### src/rtl/core_event_pkg.sv
package core_event_pkg;

  typedef enum logic [1:0] {
    ACK_NONE = 2'b00,
    ACK_NMI  = 2'b01,
    ACK_INT  = 2'b10
  } ackKind_e;

  // strobes from control to datapath, one cycle each
  typedef struct packed {
    logic takeNmi;
    logic takeInt;
    logic enSet;
    logic enClr;
    logic enRestore;
  } evStrobe_t;

endpackage

### src/rtl/event_ctrl.sv
module event_ctrl
  import core_event_pkg::*;
(
  input  logic      clk,
  input  logic      rstN,
  input  logic      nmiReq,
  input  logic      intReq,
  input  logic      busReq,
  input  logic      mcycEnd,
  input  logic      instrEnd,
  input  logic      t4Strobe,
  input  logic      haltExec,
  input  logic      eiCmd,
  input  logic      diCmd,
  input  logic      retnCmd,
  input  logic      iffOpen,
  output evStrobe_t stb,
  output logic      busAck,
  output logic      halted,
  output logic      ackValid
);

  logic nmiPrev;
  logic nmiPend;
  logic sampleNow;
  logic busBusy;
  logic takeNmi;
  logic takeInt;
  logic anyTake;

  // while halted only the T4 state of the dummy fetch samples the lines
  assign sampleNow = halted ? t4Strobe : instrEnd;
  assign busBusy   = busReq | busAck;
  assign takeNmi   = sampleNow & ~busBusy & nmiPend;
  assign takeInt   = sampleNow & ~busBusy & ~nmiPend & intReq & iffOpen;
  assign anyTake   = takeNmi | takeInt;

  always_comb begin
    stb.takeNmi   = takeNmi;
    stb.takeInt   = takeInt;
    stb.enClr     = diCmd & ~anyTake;
    stb.enSet     = eiCmd & ~diCmd & ~anyTake;
    stb.enRestore = retnCmd & ~eiCmd & ~diCmd & ~anyTake;
  end

  always_ff @(posedge clk) begin
    if (!rstN) begin
      nmiPrev  <= 1'b0;
      nmiPend  <= 1'b0;
      busAck   <= 1'b0;
      halted   <= 1'b0;
      ackValid <= 1'b0;
    end else begin
      nmiPrev  <= nmiReq;
      nmiPend  <= (nmiPend & ~takeNmi) | (nmiReq & ~nmiPrev);
      ackValid <= anyTake;
      if (!busAck) busAck <= mcycEnd & busReq;
      else         busAck <= busReq;
      if (anyTake)       halted <= 1'b0;
      else if (haltExec) halted <= 1'b1;
    end
  end

  assert_grant_sampled_R2: assert property (@(posedge clk) disable iff (!rstN)
    $rose(busAck) |-> $past(busReq && mcycEnd));

  assert_no_ack_when_busy_R3: assert property (@(posedge clk) disable iff (!rstN)
    ackValid |-> $past(!busReq && !busAck));

  assert_halt_exit_acked_R7: assert property (@(posedge clk) disable iff (!rstN)
    $fell(halted) |-> ackValid);

endmodule

### src/rtl/event_dpath.sv
module event_dpath
  import core_event_pkg::*;
#(
  parameter int          DATA_W  = 8,
  parameter int          ADDR_W  = 2 * DATA_W,
  parameter logic [15:0] NMI_VEC = 16'h0066,
  parameter logic [15:0] RST_VEC = 16'h0038
) (
  input  logic              clk,
  input  logic              rstN,
  input  evStrobe_t         stb,
  input  logic              modeSet,
  input  logic [1:0]        modeSel,
  input  logic              iLoad,
  input  logic [DATA_W-1:0] iData,
  input  logic [DATA_W-1:0] devVector,
  output logic              iffOpen,
  output ackKind_e          ackType,
  output logic [ADDR_W-1:0] vectorAddr
);

  localparam int PAD0_W = ADDR_W - 6;
  localparam int PAD2_W = ADDR_W - 2 * DATA_W;

  logic              iffBackup;
  logic [1:0]        intMode;
  logic [DATA_W-1:0] pageReg;
  logic [ADDR_W-1:0] intTarget;

  always_comb begin
    case (intMode)
      2'b01:   intTarget = ADDR_W'(RST_VEC);
      2'b10:   intTarget = {{PAD2_W{1'b0}}, pageReg, devVector};
      default: intTarget = {{PAD0_W{1'b0}}, devVector[5:3], 3'b000};
    endcase
  end

  always_ff @(posedge clk) begin
    if (!rstN) begin
      iffOpen    <= 1'b0;
      iffBackup  <= 1'b0;
      intMode    <= 2'b00;
      pageReg    <= '0;
      ackType    <= ACK_NONE;
      vectorAddr <= '0;
    end else begin
      if (stb.takeNmi) begin
        iffOpen    <= 1'b0;
        ackType    <= ACK_NMI;
        vectorAddr <= ADDR_W'(NMI_VEC);
      end else if (stb.takeInt) begin
        iffOpen    <= 1'b0;
        iffBackup  <= 1'b0;
        ackType    <= ACK_INT;
        vectorAddr <= intTarget;
      end else if (stb.enClr) begin
        iffOpen   <= 1'b0;
        iffBackup <= 1'b0;
      end else if (stb.enSet) begin
        iffOpen   <= 1'b1;
        iffBackup <= 1'b1;
      end else if (stb.enRestore) begin
        iffOpen <= iffBackup;
      end
      if (modeSet && modeSel != 2'b11) intMode <= modeSel;
      if (iLoad) pageReg <= iData;
    end
  end

  assert_take_closes_enable_R6: assert property (@(posedge clk) disable iff (!rstN)
    (stb.takeNmi || stb.takeInt) |=> !iffOpen);

  assert_mode3_ignored_R11: assert property (@(posedge clk) disable iff (!rstN)
    (modeSet && modeSel == 2'b11) |=> $stable(intMode));

  assert_nmi_target_R5: assert property (@(posedge clk) disable iff (!rstN)
    stb.takeNmi |=> (ackType == ACK_NMI && vectorAddr == ADDR_W'(NMI_VEC)));

endmodule

### src/rtl/core_event_arbiter.sv
module core_event_arbiter
  import core_event_pkg::*;
#(
  parameter int DATA_W = 8
) (
  input  logic                  clk,
  input  logic                  rstN,
  input  logic                  nmiReq,
  input  logic                  intReq,
  input  logic                  busReq,
  input  logic                  mcycEnd,
  input  logic                  instrEnd,
  input  logic                  t4Strobe,
  input  logic                  haltExec,
  input  logic                  eiCmd,
  input  logic                  diCmd,
  input  logic                  retnCmd,
  input  logic                  modeSet,
  input  logic [1:0]            modeSel,
  input  logic                  iLoad,
  input  logic [DATA_W-1:0]     iData,
  input  logic [DATA_W-1:0]     devVector,
  output logic                  busAck,
  output logic                  haltOut,
  output logic                  forceNop,
  output logic                  ackValid,
  output logic [1:0]            ackType,
  output logic [2*DATA_W-1:0]   vectorAddr
);

  localparam int ADDR_W = 2 * DATA_W;

  evStrobe_t stb;
  logic      iffOpen;
  logic      halted;
  ackKind_e  ackKind;

  event_ctrl u_ctrl (
    .clk      (clk),
    .rstN     (rstN),
    .nmiReq   (nmiReq),
    .intReq   (intReq),
    .busReq   (busReq),
    .mcycEnd  (mcycEnd),
    .instrEnd (instrEnd),
    .t4Strobe (t4Strobe),
    .haltExec (haltExec),
    .eiCmd    (eiCmd),
    .diCmd    (diCmd),
    .retnCmd  (retnCmd),
    .iffOpen  (iffOpen),
    .stb      (stb),
    .busAck   (busAck),
    .halted   (halted),
    .ackValid (ackValid)
  );

  event_dpath #(.DATA_W(DATA_W), .ADDR_W(ADDR_W)) u_dpath (
    .clk        (clk),
    .rstN       (rstN),
    .stb        (stb),
    .modeSet    (modeSet),
    .modeSel    (modeSel),
    .iLoad      (iLoad),
    .iData      (iData),
    .devVector  (devVector),
    .iffOpen    (iffOpen),
    .ackType    (ackKind),
    .vectorAddr (vectorAddr)
  );

  assign haltOut  = halted;
  assign forceNop = halted;
  assign ackType  = ackKind;

  assert_nmi_wins_R5: assert property (@(posedge clk) disable iff (!rstN)
    (stb.takeInt) |-> !stb.takeNmi && !busReq);

endmodule

### config.mk
export PLATFORM = sky130hd
export DESIGN_NAME = core_event_arbiter
export DESIGN_NICKNAME = d
export VERILOG_FILES = /design/src/rtl/core_event_pkg.sv /design/src/rtl/event_ctrl.sv /design/src/rtl/event_dpath.sv /design/src/rtl/core_event_arbiter.sv
export SDC_FILE = /design/constraint.sdc
export NUM_CORES = 1
export LEC_CHECK = 0
export ABC_AREA = 1
export ABC_CLOCK_PERIOD_IN_PS = 2600
export BUFFER_PORTS_ARGS = -buffer_cell sky130_fd_sc_hd__buf_2
export CORE_AREA = 2 2 76 78
export CTS_CLUSTER_SIZE = 30
export DETAILED_ROUTE_END_ITERATION = 8
export DIE_AREA = 0 0 78 80
export PLACE_DENSITY_LB_ADDON = 0.05
export REMOVE_ABC_BUFFERS = 1
export SETUP_SLACK_MARGIN = 0.15
export SYNTH_ARGS = -nofsm -noshare
export SYNTH_HDL_FRONTEND = slang
export SYNTH_SLANG_ARGS = --single-unit
### constraint.sdc
create_clock -name clk -period 2.6 [get_ports clk]
set_input_delay 0.26 -clock clk [delete_from_list [all_inputs] [get_ports clk]]
set_output_delay 0.26 -clock clk [all_outputs]
set_load 0.05 [all_outputs]
==> metrics.yaml <==
run_status:
  run_status: "finished, final reports clean"
routing:
  postRouteAntennaNets: 0
  routed_wl_um: 3480
  post-route-drc-count: 0
  dr.pass1.iters: 4
  drt_iter0_markers: 45
  vias_per_cell: 4.24
  wl_per_cell_um: 11.2
  via_count: 1324
sta:
  rsz0062_at_grt: "no"
  fin_crit_sh: 0.609
  fin_ws_ps: 1020
  timing.fmax_mhz: 632
  fin_skew_ps: 3.76
  period_minus_slack_ps: 1580
  hold_viol: 0
  hold_ws_ps: 178
  tightest_slew_ps: 620
  finalSetupViolations: 0
  report.final.slew_viol_count: 0
  finalSetupTns_ps: 0
  max_slew_margin: 0.586
worst_setup_path:
  start_kind: "flop"
  cpMaxStageDelayCell: "nand2_1"
  rrSetupSlack_ps: 1020
  critPathTopFamily: "simple AND/OR/NAND/NOR gates"
  reg2reg_from: "u_ctrl.halted$_SDFFE_PP0P_"
  crit_path_end_kind: "flop"
  worst_ep_required_time_ps: 2780
  arrival_ps: 1770
  worstPathCellList: "nand2_1 -> nand2_2 -> nand3_2 -> nand2_1 -> nor2_1 -> nand2_1 -> nor2_1"
  cp_slowest_stage_delay_ps: 490
  crit_top_cell: "nand2_1"
  critPathMaxFanout: 15
  reg2reg_depth: 7
  crit_buf_inv: 0
  r2r_end: "u_dpath.iffOpen$_SDFFE_PP0P_"
  critical_path_class: "reg2reg"
clock_tree:
  clk_pin_slew_ps: 70
  cts-resized-gates: 0
  post-cts-setup-buffer-count: 0
  cts_root_buffer: "clkbuf_8"
  clockBufferDepth: 2
  htree_levels: 2
  cts_inserted_buffers: 5
  cts_sinks: 35
  insertion_delay_ps: 280
  cts_tree: "yes"
  cts_hold_buf: 0
logic_synthesis:
  synth-main-ff-cell: "dfxtp_1"
  ys.warnings.count: 0
  ys_seq_elements: 35
  synth.cell_area_um2: 1440
  syn_inst: 189
  syn_avg_cell_area_um2: 7.60
  yosysSeqAreaShare: 0.488
  synth.distinct_cells: 20
  synth-edff-count: 0
  async_flop_share: 0
placed_design:
  place_area_um2: 1730
  io_buffers: 53
  routabilityCongestion: 0.670
  pre_cts_ws_ps: 991
  placed_cells: 306
  dpl.hpwl_um: 2500
final_layout:
  drive_gt1_frac: 0.271
  final_design_area_no_fill_um2: 1800
  fin_cells: 312
  layout_commonest_cell: "buf_2"
  fin_nets: 275
  layout_common_cells: "buf_2, nand2_1, dfxtp_1"
  antenna_cells: 0
  area_growth_pct: 25.6
power_and_ir_drop:
  p_per_area_nw_per_um2: 587
  ir_worst_vdd_v: 0.000225
  p_leak_nw: 0.876
floorplanning:
  core_region_area_um2: 5410
  initial_core_util: 0.266
  ioPinCount: 54
  die_width_um: 78
  die-area_um2: 6240
  die_y_um: 80
  floorplan.rows: 27
grt:
  antenna_found_initial: 0
  grt_max_degree: 23
  grt_pass1_wl_um: 5600
  grt_overflow: 0
  grt_pass1_vias: 1219
  track_usage: 0.116
worst_hold_path:
  min_from: "nmiReq"
  hold_depth: 3
  worstHoldPathType: "in2reg"
  holdPathEnd: "u_ctrl.nmiPrev$_SDFF_PN0_"
run:
  maxCapViolations: 0
## cells by family (layout without fill, tap and decap cells)
group           after synthesis  in the layout  synth area share
simple gates                 95             95             0.293
buf+inv                      24             75            0.0836
flops                        35             35             0.488
fa+ha+maj                     2              2            0.0174
compound gates               33             33             0.118
## flip-flops by register name (all words and copies together), names as in the netlist
signal / count
u_ctrl.ackValid: 1
u_ctrl.busAck: 1
u_ctrl.halted: 1
u_ctrl.nmiPend: 1
u_ctrl.nmiPrev: 1
u_dpath.ackType: 2
u_dpath.iffBackup: 1
u_dpath.iffOpen: 1
u_dpath.intMode: 2
u_dpath.pageReg: 8
u_dpath.vectorAddr: 16
## stage by stage
step / utilization / power (mW)
after floorplan: - / 0.660
after global placement: 0.320 / 0.714
after detailed placement: 0.320 / 0.713
after CTS: 0.334 / 1.08
after global routing: 0.334 / 1.12
final: 0.334 / 1.06
## cells in the mapped netlist, types with 2 or more instances
cell | count | area share
buf_6 | 3 | 0.024
o21ai_0 | 15 | 0.052
a21oi_1 | 16 | 0.056
buf_2 | 3 | 0.010
inv_1 | 15 | 0.039
dfxtp_1 | 35 | 0.49
nand3_1 | 16 | 0.056
nand2_1 | 42 | 0.11
nand2_2 | 2 | 0.0087
a211oi_1 | 2 | 0.010
ha_1 | 2 | 0.017
nor2_1 | 30 | 0.078
## power by group
part	switching, mW	total (mW)	internal, mW
combinational	0.0858	0.131	0.0456
clock	0.183	0.362	0.178
sequential	0.0107	0.567	0.556
total	0.280	1.06	0.780
## cell type report
cell class | instances | area (um2)
fillers | 631 | 3600
flip-flops and latches | 35 | 701
multi-input cells | 130 | 616
clock buffers | 6 | 72.6
inverters | 16 | 60.1
repair buffers | 53 | 265
well taps | 72 | 90.1
## worst reg2reg max path, delay by kind of cell (launching register included)
family | cells | cell delay [ps]
and+or+nand+nor | 7 | 1100
DFF | 1 | 370
## per-layer routing
layer,up-vias,GRT usage,part of all wire
met1,583,0.140,0.47
met4,0,0.0474,0.018
met5,-,0,0
met2,29,0.191,0.46
met3,5,0.0362,0.049
li1,707,-,-
## worst max path at each step
stage / endpoint / cells past startpoint / start / slack, ps
6_report: u_dpath.iffOpen$_SDFFE_PP0P_ / 7 / u_ctrl.halted$_SDFFE_PP0P_ / 1020
5_1_grt: u_dpath.iffOpen$_SDFFE_PP0P_ / 7 / u_ctrl.halted$_SDFFE_PP0P_ / 790
4_1_cts: u_dpath.iffOpen$_SDFFE_PP0P_ / 7 / u_ctrl.halted$_SDFFE_PP0P_ / 980
3_5_place_dp: u_dpath.iffOpen$_SDFFE_PP0P_ / 7 / u_ctrl.halted$_SDFFE_PP0P_ / 990
3_3_place_gp: u_dpath.iffOpen$_SDFFE_PP0P_ / 7 / u_ctrl.halted$_SDFFE_PP0P_ / 1000
2_1_floorplan: u_dpath.iffOpen$_SDFFE_PP0P_ / 7 / u_ctrl.halted$_SDFFE_PP0P_ / 550
Power figures use the tool's default switching activity.
